===== src/rtl/tagx_pkg.sv =====
package tagx_pkg;
  localparam int TAG_W  = 4;
  localparam int NTAGS  = 1 << TAG_W;
  localparam int SEED_W = 16;

  typedef logic [TAG_W-1:0]  tag_t;
  typedef logic [NTAGS-1:0]  excl_t;
  typedef logic [SEED_W-1:0] seed_t;

  // Feedback taps of the seed register: bits 5, 3, 2 and 0.
  function automatic logic lfsr_fb(seed_t s);
    return s[5] ^ s[3] ^ s[2] ^ s[0];
  endfunction

  function automatic seed_t lfsr_next(seed_t s);
    return {lfsr_fb(s), s[SEED_W-1:1]};
  endfunction

  // First tag at or above t (modulo NTAGS) whose mask bit is clear.
  function automatic tag_t first_free(tag_t t, excl_t m);
    tag_t r;
    tag_t c;
    logic found;
    r = t;
    found = 1'b0;
    for (int k = 0; k < NTAGS; k++) begin
      c = t + tag_t'(k);
      if (!found && !m[c]) begin
        r = c;
        found = 1'b1;
      end
    end
    return r;
  endfunction
endpackage


===== src/rtl/tagx_lfsr.sv =====
module tagx_lfsr
  import tagx_pkg::*;
#(
  parameter int STEPS = 4
) (
  input  seed_t             seed_i,
  output logic [STEPS-1:0]  step_bits_o,
  output seed_t             seed_o
);
  seed_t chain [0:STEPS];

  assign chain[0] = seed_i;

  for (genvar i = 0; i < STEPS; i++) begin : g_step
    assign step_bits_o[i] = lfsr_fb(chain[i]);
    assign chain[i+1]     = lfsr_next(chain[i]);
  end

  assign seed_o = chain[STEPS];
endmodule


===== src/rtl/tagx_walk.sv =====
module tagx_walk
  import tagx_pkg::*;
#(
  parameter int CNT_W = 4
) (
  input  tag_t              start_i,
  input  excl_t             excl_i,
  input  logic [CNT_W-1:0]  count_i,
  output tag_t              tag_o
);
  localparam int MAXC = (1 << CNT_W) - 1;

  tag_t cur;

  always_comb begin
    cur = first_free(start_i, excl_i);
    for (int n = 1; n <= MAXC; n++) begin
      if (n <= int'(count_i)) cur = first_free(cur + tag_t'(1), excl_i);
    end
    tag_o = (&excl_i) ? '0 : cur;
  end
endmodule


===== src/rtl/tagx_insert.sv =====
module tagx_insert
  import tagx_pkg::*;
#(
  parameter int ADDR_W  = 64,
  parameter int TAG_LSB = 56,
  parameter int OFS_W   = 16
) (
  input  logic [ADDR_W-1:0] addr_i,
  input  logic [OFS_W-1:0]  ofs_i,
  input  logic              add_en_i,
  input  tag_t              tag_i,
  output logic [ADDR_W-1:0] addr_o
);
  logic [ADDR_W-1:0] ofs_ext;
  logic [ADDR_W-1:0] base;

  assign ofs_ext = {{(ADDR_W-OFS_W){ofs_i[OFS_W-1]}}, ofs_i};
  assign base    = add_en_i ? (addr_i + ofs_ext) : addr_i;

  always_comb begin
    addr_o = base;
    addr_o[TAG_LSB +: TAG_W] = tag_i;
  end
endmodule


===== src/rtl/alloc_tag_gen.sv =====
module alloc_tag_gen
  import tagx_pkg::*;
#(
  parameter int          ADDR_W     = 64,
  parameter int          TAG_LSB    = 56,
  parameter int          OFS_W      = 16,
  parameter int          STEPS      = 4,
  parameter logic [15:0] FORCE_SEED = 16'h9C5B
) (
  input  logic                         clk,
  input  logic                         rst_n,
  input  logic                         st_ld_i,
  input  logic [TAG_W-1:0]             st_ld_tag_i,
  input  logic [SEED_W-1:0]            st_ld_seed_i,
  input  logic                         op_valid_i,
  input  logic                         op_mode_i,
  input  logic [ADDR_W-1:0]            src_addr_i,
  input  logic [NTAGS-1:0]             opnd_i,
  input  logic [NTAGS:0]               ctl_i,
  input  logic [TAG_W-1:0]             tag_ofs_i,
  input  logic [OFS_W-1:0]             byte_ofs_i,
  output logic [ADDR_W-1:0]            res_addr_o,
  output logic [TAG_W-1:0]             res_tag_o,
  output logic [8+SEED_W-1:0]          state_o
);
  localparam int SEED_LSB = 8;
  localparam int CNT_W    = (STEPS > TAG_W) ? STEPS : TAG_W;
  localparam logic [ADDR_W-1:0] TAG_MASK =
    {{(ADDR_W-TAG_W){1'b0}}, {TAG_W{1'b1}}} << TAG_LSB;

  // Architectural state
  tag_t  st_tag_q;
  seed_t st_seed_q;

  // Named internal events
  logic             is_adj;
  logic             rnd_flag;
  logic             seed_forced;
  logic             gen_wb;
  excl_t            excl;
  seed_t            seed_in;
  seed_t            seed_adv;
  logic [STEPS-1:0] rnd_ofs;
  tag_t             start_tag;
  logic [CNT_W-1:0] step_cnt;

  assign is_adj      = op_mode_i;
  assign rnd_flag    = ctl_i[NTAGS];
  assign excl        = is_adj ? ctl_i[NTAGS-1:0] : (ctl_i[NTAGS-1:0] | opnd_i);
  assign seed_forced = rnd_flag && (st_seed_q == '0);
  assign seed_in     = seed_forced ? FORCE_SEED : st_seed_q;
  assign start_tag   = is_adj ? src_addr_i[TAG_LSB +: TAG_W] : st_tag_q;
  assign step_cnt    = is_adj ? CNT_W'(tag_ofs_i) : CNT_W'(rnd_ofs);
  assign gen_wb      = op_valid_i && !is_adj && !st_ld_i;

  tagx_lfsr #(.STEPS(STEPS)) u_lfsr (
    .seed_i      (seed_in),
    .step_bits_o (rnd_ofs),
    .seed_o      (seed_adv)
  );

  tagx_walk #(.CNT_W(CNT_W)) u_walk (
    .start_i (start_tag),
    .excl_i  (excl),
    .count_i (step_cnt),
    .tag_o   (res_tag_o)
  );

  tagx_insert #(.ADDR_W(ADDR_W), .TAG_LSB(TAG_LSB), .OFS_W(OFS_W)) u_ins (
    .addr_i   (src_addr_i),
    .ofs_i    (byte_ofs_i),
    .add_en_i (is_adj),
    .tag_i    (res_tag_o),
    .addr_o   (res_addr_o)
  );

  always_ff @(posedge clk or negedge rst_n) begin
    if (!rst_n) begin
      st_tag_q  <= '0;
      st_seed_q <= '0;
    end else if (st_ld_i) begin
      st_tag_q  <= st_ld_tag_i;
      st_seed_q <= st_ld_seed_i;
    end else if (gen_wb) begin
      st_tag_q  <= res_tag_o;
      st_seed_q <= seed_adv;
    end
  end

  assign state_o = {st_seed_q, {(SEED_LSB-TAG_W){1'b0}}, st_tag_q};


  full_mask_zero_chk: assert property (@(posedge clk) disable iff (!rst_n)
    (&excl) |-> (res_tag_o == '0));


  tag_not_excluded_chk: assert property (@(posedge clk) disable iff (!rst_n)
    !(&excl) |-> !excl[res_tag_o]);


  addr_passthru_chk: assert property (@(posedge clk) disable iff (!rst_n)
    !is_adj |-> ((res_addr_o & ~TAG_MASK) == (src_addr_i & ~TAG_MASK)));


  tag_writeback_chk: assert property (@(posedge clk) disable iff (!rst_n)
    gen_wb |=> (st_tag_q == $past(res_tag_o)));


  seed_nonzero_chk: assert property (@(posedge clk) disable iff (!rst_n)
    (gen_wb && rnd_flag) |=> (st_seed_q != '0));


  adj_state_hold_chk: assert property (@(posedge clk) disable iff (!rst_n)
    (op_valid_i && is_adj && !st_ld_i) |=> $stable(state_o));


  state_load_chk: assert property (@(posedge clk) disable iff (!rst_n)
    st_ld_i |=> (st_tag_q == $past(st_ld_tag_i)) && (st_seed_q == $past(st_ld_seed_i)));
endmodule


===== config.mk =====
export PLATFORM = sky130hd
export DESIGN_NAME = alloc_tag_gen
export DESIGN_NICKNAME = d
export VERILOG_FILES = /design/src/rtl/tagx_pkg.sv /design/src/rtl/tagx_lfsr.sv /design/src/rtl/tagx_walk.sv /design/src/rtl/tagx_insert.sv /design/src/rtl/alloc_tag_gen.sv
export SDC_FILE = /design/constraint.sdc
export NUM_CORES = 2
export LEC_CHECK = 0
export BUFFER_PORTS_ARGS = -buffer_cell sky130_fd_sc_hd__buf_2
export CELL_PAD_IN_SITES_DETAIL_PLACEMENT = 1
export CELL_PAD_IN_SITES_GLOBAL_PLACEMENT = 1
export CORE_MARGIN = 3
export CORE_UTILIZATION = 50
export CTS_CLUSTER_DIAMETER = 60
export CTS_CLUSTER_SIZE = 8
export DETAILED_ROUTE_END_ITERATION = 8
export PLACE_DENSITY_LB_ADDON = 0.1
export SLEW_MARGIN = 20
export SYNTH_ARGS = -nofsm -noshare
export SYNTH_HDL_FRONTEND = slang
export SYNTH_SLANG_ARGS = --single-unit

===== constraint.sdc =====
create_clock -name clk -period 85.6 [get_ports clk]
set_clock_uncertainty 0.2 [all_clocks]
set_input_delay 8.56 -clock clk [delete_from_list [all_inputs] [get_ports clk]]
set_output_delay 8.56 -clock clk [all_outputs]
set_load 0.01 [all_outputs]

* After elaboration in Yosys (flattened, before gate mapping)
Cells that the tools add are included.
** Storage, ports and cells
- Logic and storage cells :: 2511
- Register bits :: 20
** Cells by class
- Reduce and logical (&&, ||, !) cells :: 727
- $lt $le $gt $ge :: 271
- Bitwise operators :: 13
- Muxes and demuxes :: 1242
- Add/sub/neg operators :: 256
** Operator list (number)
- 4-bit by 5-bit < comparator with 1-bit output (second input constant) :: 256
- 4-bit 2-to-1 mux :: 260
- 1-bit binary-select mux with 4-bit select :: 256
- 1-bit 2-to-1 mux :: 721
- 4-bit adder (second input constant) :: 128
- 1-bit logical NOT :: 481
- 4-bit by 3-bit adder with 4-bit output (second input constant) :: 64
- 1-bit logical AND :: 243
- 4-bit by 2-bit adder with 4-bit output (second input constant) :: 32
- 4-bit by 1-bit adder with 4-bit output (second input constant) :: 31
- 64-bit adder :: 1
- 16-bit 2-to-1 mux :: 4
- 64-bit 2-to-1 mux :: 1
- 4-bit less-or-equal comparator (first input constant) :: 8
- 3-bit by 4-bit less-or-equal comparator with 1-bit output (first input constant) :: 4
- 16-bit logical NOT :: 1
- 16-bit OR :: 1
- 16-bit AND reduction :: 1
- 1-bit XOR :: 12
- 2-bit by 4-bit less-or-equal comparator with 1-bit output (first input constant) :: 2
- 1-bit by 4-bit less-or-equal comparator with 1-bit output (first input constant) :: 1
- 2-bit nonzero test :: 1

* Longest topological paths before layout
- Depth after elaboration :: 1027
- Mapped depth :: 305

* By module
From an unflattened synthesis, not the netlist that was laid out.
** Second synthesis, totals
- Cells, all modules :: 7166
- Area, all modules :: 57271.2 sq um
** By module, submodules not included
- tagx_walk :: area each 51089.0 sq um, cells each 6398, times used 1, seq. area each 0.0 sq um
- tagx_insert :: area each 4473.0 sq um, cells each 622, times used 1, seq. area each 0.0 sq um
- alloc_tag_gen :: area each 1501.4 sq um, cells each 120, times used 1, seq. area each 500.5 sq um
- tagx_lfsr :: area each 207.7 sq um, cells each 26, times used 1, seq. area each 0.0 sq um

* Least setup slack after synthesis
Ideal clock, no wire load.
- Kind :: input port to output port
- Start :: input op_mode_i
- End :: output res_tag_o[1]
- Stages on the path :: 278
- Buffers on the path :: 56
- Data arrival time :: 71.955 ns
- Required time :: 76.840 ns
- Setup slack :: 4.885 ns
- Cells stage by stage :: buf_12 > buf_8 > nor2b_1 > a21oi_2 > inv_1 > clkbuf_1 > ha_1 > inv_1 > a211oi_1 > or2_1 > buf_2 > nor3_1 > or3_2 > buf_4 > or2_1 > or3_1 > o311ai_1 > buf_4 > (+242 left out) > buf_6 > inv_1 > ha_1 > inv_1 > a21oi_1 > nor2_1 > buf_2 > ha_1 > a21oi_1 > xnor2_1 > mux2i_1 > nand4_4 > or4b_4 > or3_4 > o211ai_1 > a211oi_1 > nor3_1 > buf_4
** RTL lines
- from (decl) :: RTL line alloc_tag_gen.sv:16 : input logic op_mode_i,
- to (decl) :: RTL line alloc_tag_gen.sv:23 : output logic [TAG_W-1:0] res_tag_o,

==> impl_metrics.py <==
metrics = {
    "status": {
        "status": "completed",
    },
    "global_routing": {
        "grt_pass1_wl_mm": 413,
        "antenna_found_initial": 12,
        "gr-usage-all-layers": 0.441,
        "grt_start_max_net_pins": 54,
        "grt_pass1_vias": 66600,
        "overflow": 0,
    },
    "routing": {
        "vias": 68400,
        "drt_wl_total_mm": 274,
        "via_per_inst": 7.56,
        "wl_per_cell_um": 30.3,
        "drtIter0Drc": 7638,
        "drc": 0,
        "drtAntennaViolNets": 0,
        "first_pass_iters": 9,
    },
    "critical_path": {
        "crit_type": "input pin to primary output",
        "critPathCaptureType": "primary output",
        "worstPathArrival_ns": 73.98,
        "crit_path_max_fanout": 36,
        "critPathMostFrequentCell": "buf_4",
        "worst-r2r-setup-slack_ns": 19.21,
        "required_ns": 76.84,
        "crit_path_start_kind": "input pin",
        "cp_slowest_cell": "or4_4",
        "max_stage_delay_ns": 0.67,
        "rr_worst_depth": 237,
    },
    "placement": {
        "preCtsSetupSlack_ns": -1.02,
        "gp_congestion": 1.05,
        "numPortBuffers": 229,
        "dp_hpwl_mm": 208,
    },
    "clocking": {
        "cts_buffer_depth": 2,
        "cts_made_buffers": 3,
        "clockRootBuffer": "clkbuf_16",
        "clk_pin_slew_ns": 0.06,
        "htree_levels": 1,
        "cts_tree": "yes",
        "cts_num_sinks": 20,
        "clk-insertion-delay-late_ns": 0.26,
        "ctsHoldBuffers": 0,
    },
    "timing": {
        "finalSetupViolCount": 0,
        "maxSlewViolCount": 0,
        "hold_violations": 0,
        "maxSlewHeadroom": 0.246,
        "period_minus_slack_ns": 82.74,
        "tightestPinTransition_ns": 1.13,
        "period_share": 0.967,
        "setup_ws_ns": 2.86,
        "fmax_mhz": 12.1,
    },
    "run": {
        "drv_cap": 0,
    },
    "final_layout": {
        "nets": 7845,
        "seq_area_um2": 500,
        "fill_cells": 14200,
        "drive_gt1_frac": 0.230,
        "multi_input_area_mm2": 0.0520,
        "syn2layout_area_growth_pct": 5.97,
    },
    "yosys": {
        "yosysTopAreaCell": "mux2i_1",
        "ys.flop_type": "dfrtp_1",
        "yosys_warnings": 0,
        "ys_seq_area_frac": 0.00887,
        "synth_common_cells": "664 x nand2_1, 565 x mux2i_1, 553 x nor2_1, 513 x a21oi_1, 319 x o21ai_0",
        "synth_edf_count": 0,
        "synth_area_leaders": "mux2i_1 10%, mux4_2 7.5%, a21oi_1 4.6%",
        "avgSynthCellArea_um2": 7.63,
        "ys_ff_latch": 20,
        "synth_area_mm2": 0.0564,
        "synth.distinct_cells": 215,
        "synth_most_common_cell": "nand2_1",
        "synth_top_area_share": 0.100,
        "synthArstFlopShare": 1.00,
        "syn-instance-count": 7398,
    },
    "floorplanning": {
        "start_util": 0.507,
        "pin_count": 234,
        "die_w_um": 342,
        "fp-row-count": 122,
        "die_area_mm2": 0.117,
        "die_h_um": 342,
        "core_area_mm2": 0.111,
    },
    "hold_path": {
        "hold_depth": 2,
        "min_path_type": "flip-flop to flip-flop",
    },
}
[cell families after synthesis]
family / share of synthesized area
buffers and inverters: 0.0870
XOR/XNOR: 0.0473
multiplexers: 0.237
AO/OA/AOI/OAI: 0.334
adder cells (fa/ha/maj): 0.0361
other: 0.0000665
AND/OR/NAND/NOR: 0.250
flip-flops: 0.00887
[worst max-delay path, delay by kind of cell]
family          cells  cell delay, ns
xor+xnor           15            3.79
fa+ha+maj          17            5.58
compound gates     71           18.31
simple gates       78           22.39
buf+inv            43            8.71
mux                16            6.34
[layout by cell type (no fill, tap or decap), drive strengths merged, types with 58 or more instances in the layout]
cell type | netlist | routed
nand2 | 685 | 685
buf | 319 | 656
mux2i | 603 | 603
nor2 | 581 | 581
a21oi | 538 | 538
o21ai | 433 | 433
nand3 | 288 | 288
nor3 | 285 | 285
mux2 | 237 | 237
inv | 215 | 211
mux4 | 195 | 195
ha | 161 | 161
xnor2 | 153 | 153
a21o | 135 | 135
nand4 | 127 | 127
and2 | 111 | 111
o211ai | 110 | 110
a211oi | 103 | 103
o22ai | 96 | 96
and3 | 85 | 85
a31oi | 83 | 84
nor4 | 80 | 80
nand2b | 77 | 77
or3 | 77 | 77
or2 | 71 | 71
o21a | 66 | 66
o221ai | 62 | 62
o21bai | 60 | 60
o31ai | 59 | 59
a22oi | 58 | 58
[sequential cells by signal, indices dropped and copies added (netlist names)]
signal and cells:
st_seed_q 16, st_tag_q 4
[layer usage]
metal	track usage	wire (µm)	vias up
met4	0.244	18500	6
met1	0.569	107000	33700
li1	-	-	29400
met3	0.0819	28500	1112
met5	0	37	-
met2	0.694	120000	4170
[timing repair]
| action | 4_1_cts | 5_1_grt |
|---|---|---|
| buffers inserted | 0 | 72 |
| resized for setup | 13 | 113 |
| pin swaps | 0 | 26 |
| cloned | 0 | 1 |
| endpoints found under the setup margin | 8 | 8 |
[path summary, 6_finish.rpt]
path                         startpoint        endpoint
min                        st_seed_q[9]    st_seed_q[9]
max in group asynchronous         rst_n   st_seed_q[13]
min in group asynchronous         rst_n     st_tag_q[1]
max                           op_mode_i  res_addr_o[56]
max reg2reg                 st_tag_q[1]     st_tag_q[1]
min reg2reg                st_seed_q[9]    st_seed_q[9]
[through the flow]
stage | hold WS (ns) | area, µm² | utilization | std cells | setup TNS (ns)
CTS | 0.446 | 58600 | 0.527 | 8955 | 0
global placement | 0.433 | 58400 | 0.525 | 8951 | 0
floorplan | 0.433 | 56400 | - | 7401 | 0
global route | 0.528 | 59800 | 0.537 | 9034 | -1.12
finish | 0.451 | 59800 | 0.537 | 9040 | 0
detailed placement | 0.435 | 58400 | 0.525 | 8951 | -7.71
[area by class of cell]
cell class	instances	share of cell area
Antenna cell	12	0.000502
Clock buffer	3	0.00126
Clock inverter	1	0.000502
Inverter	224	0.0156
Multi-Input combinational cell	6635	0.869
Sequential cell	20	0.00837
Tap cell	1488	0.0311
Timing Repair Buffer	657	0.0735
Power is not shown: default switching activity piles up to over one toggle a cycle in this logic, so the estimate is an artifact.
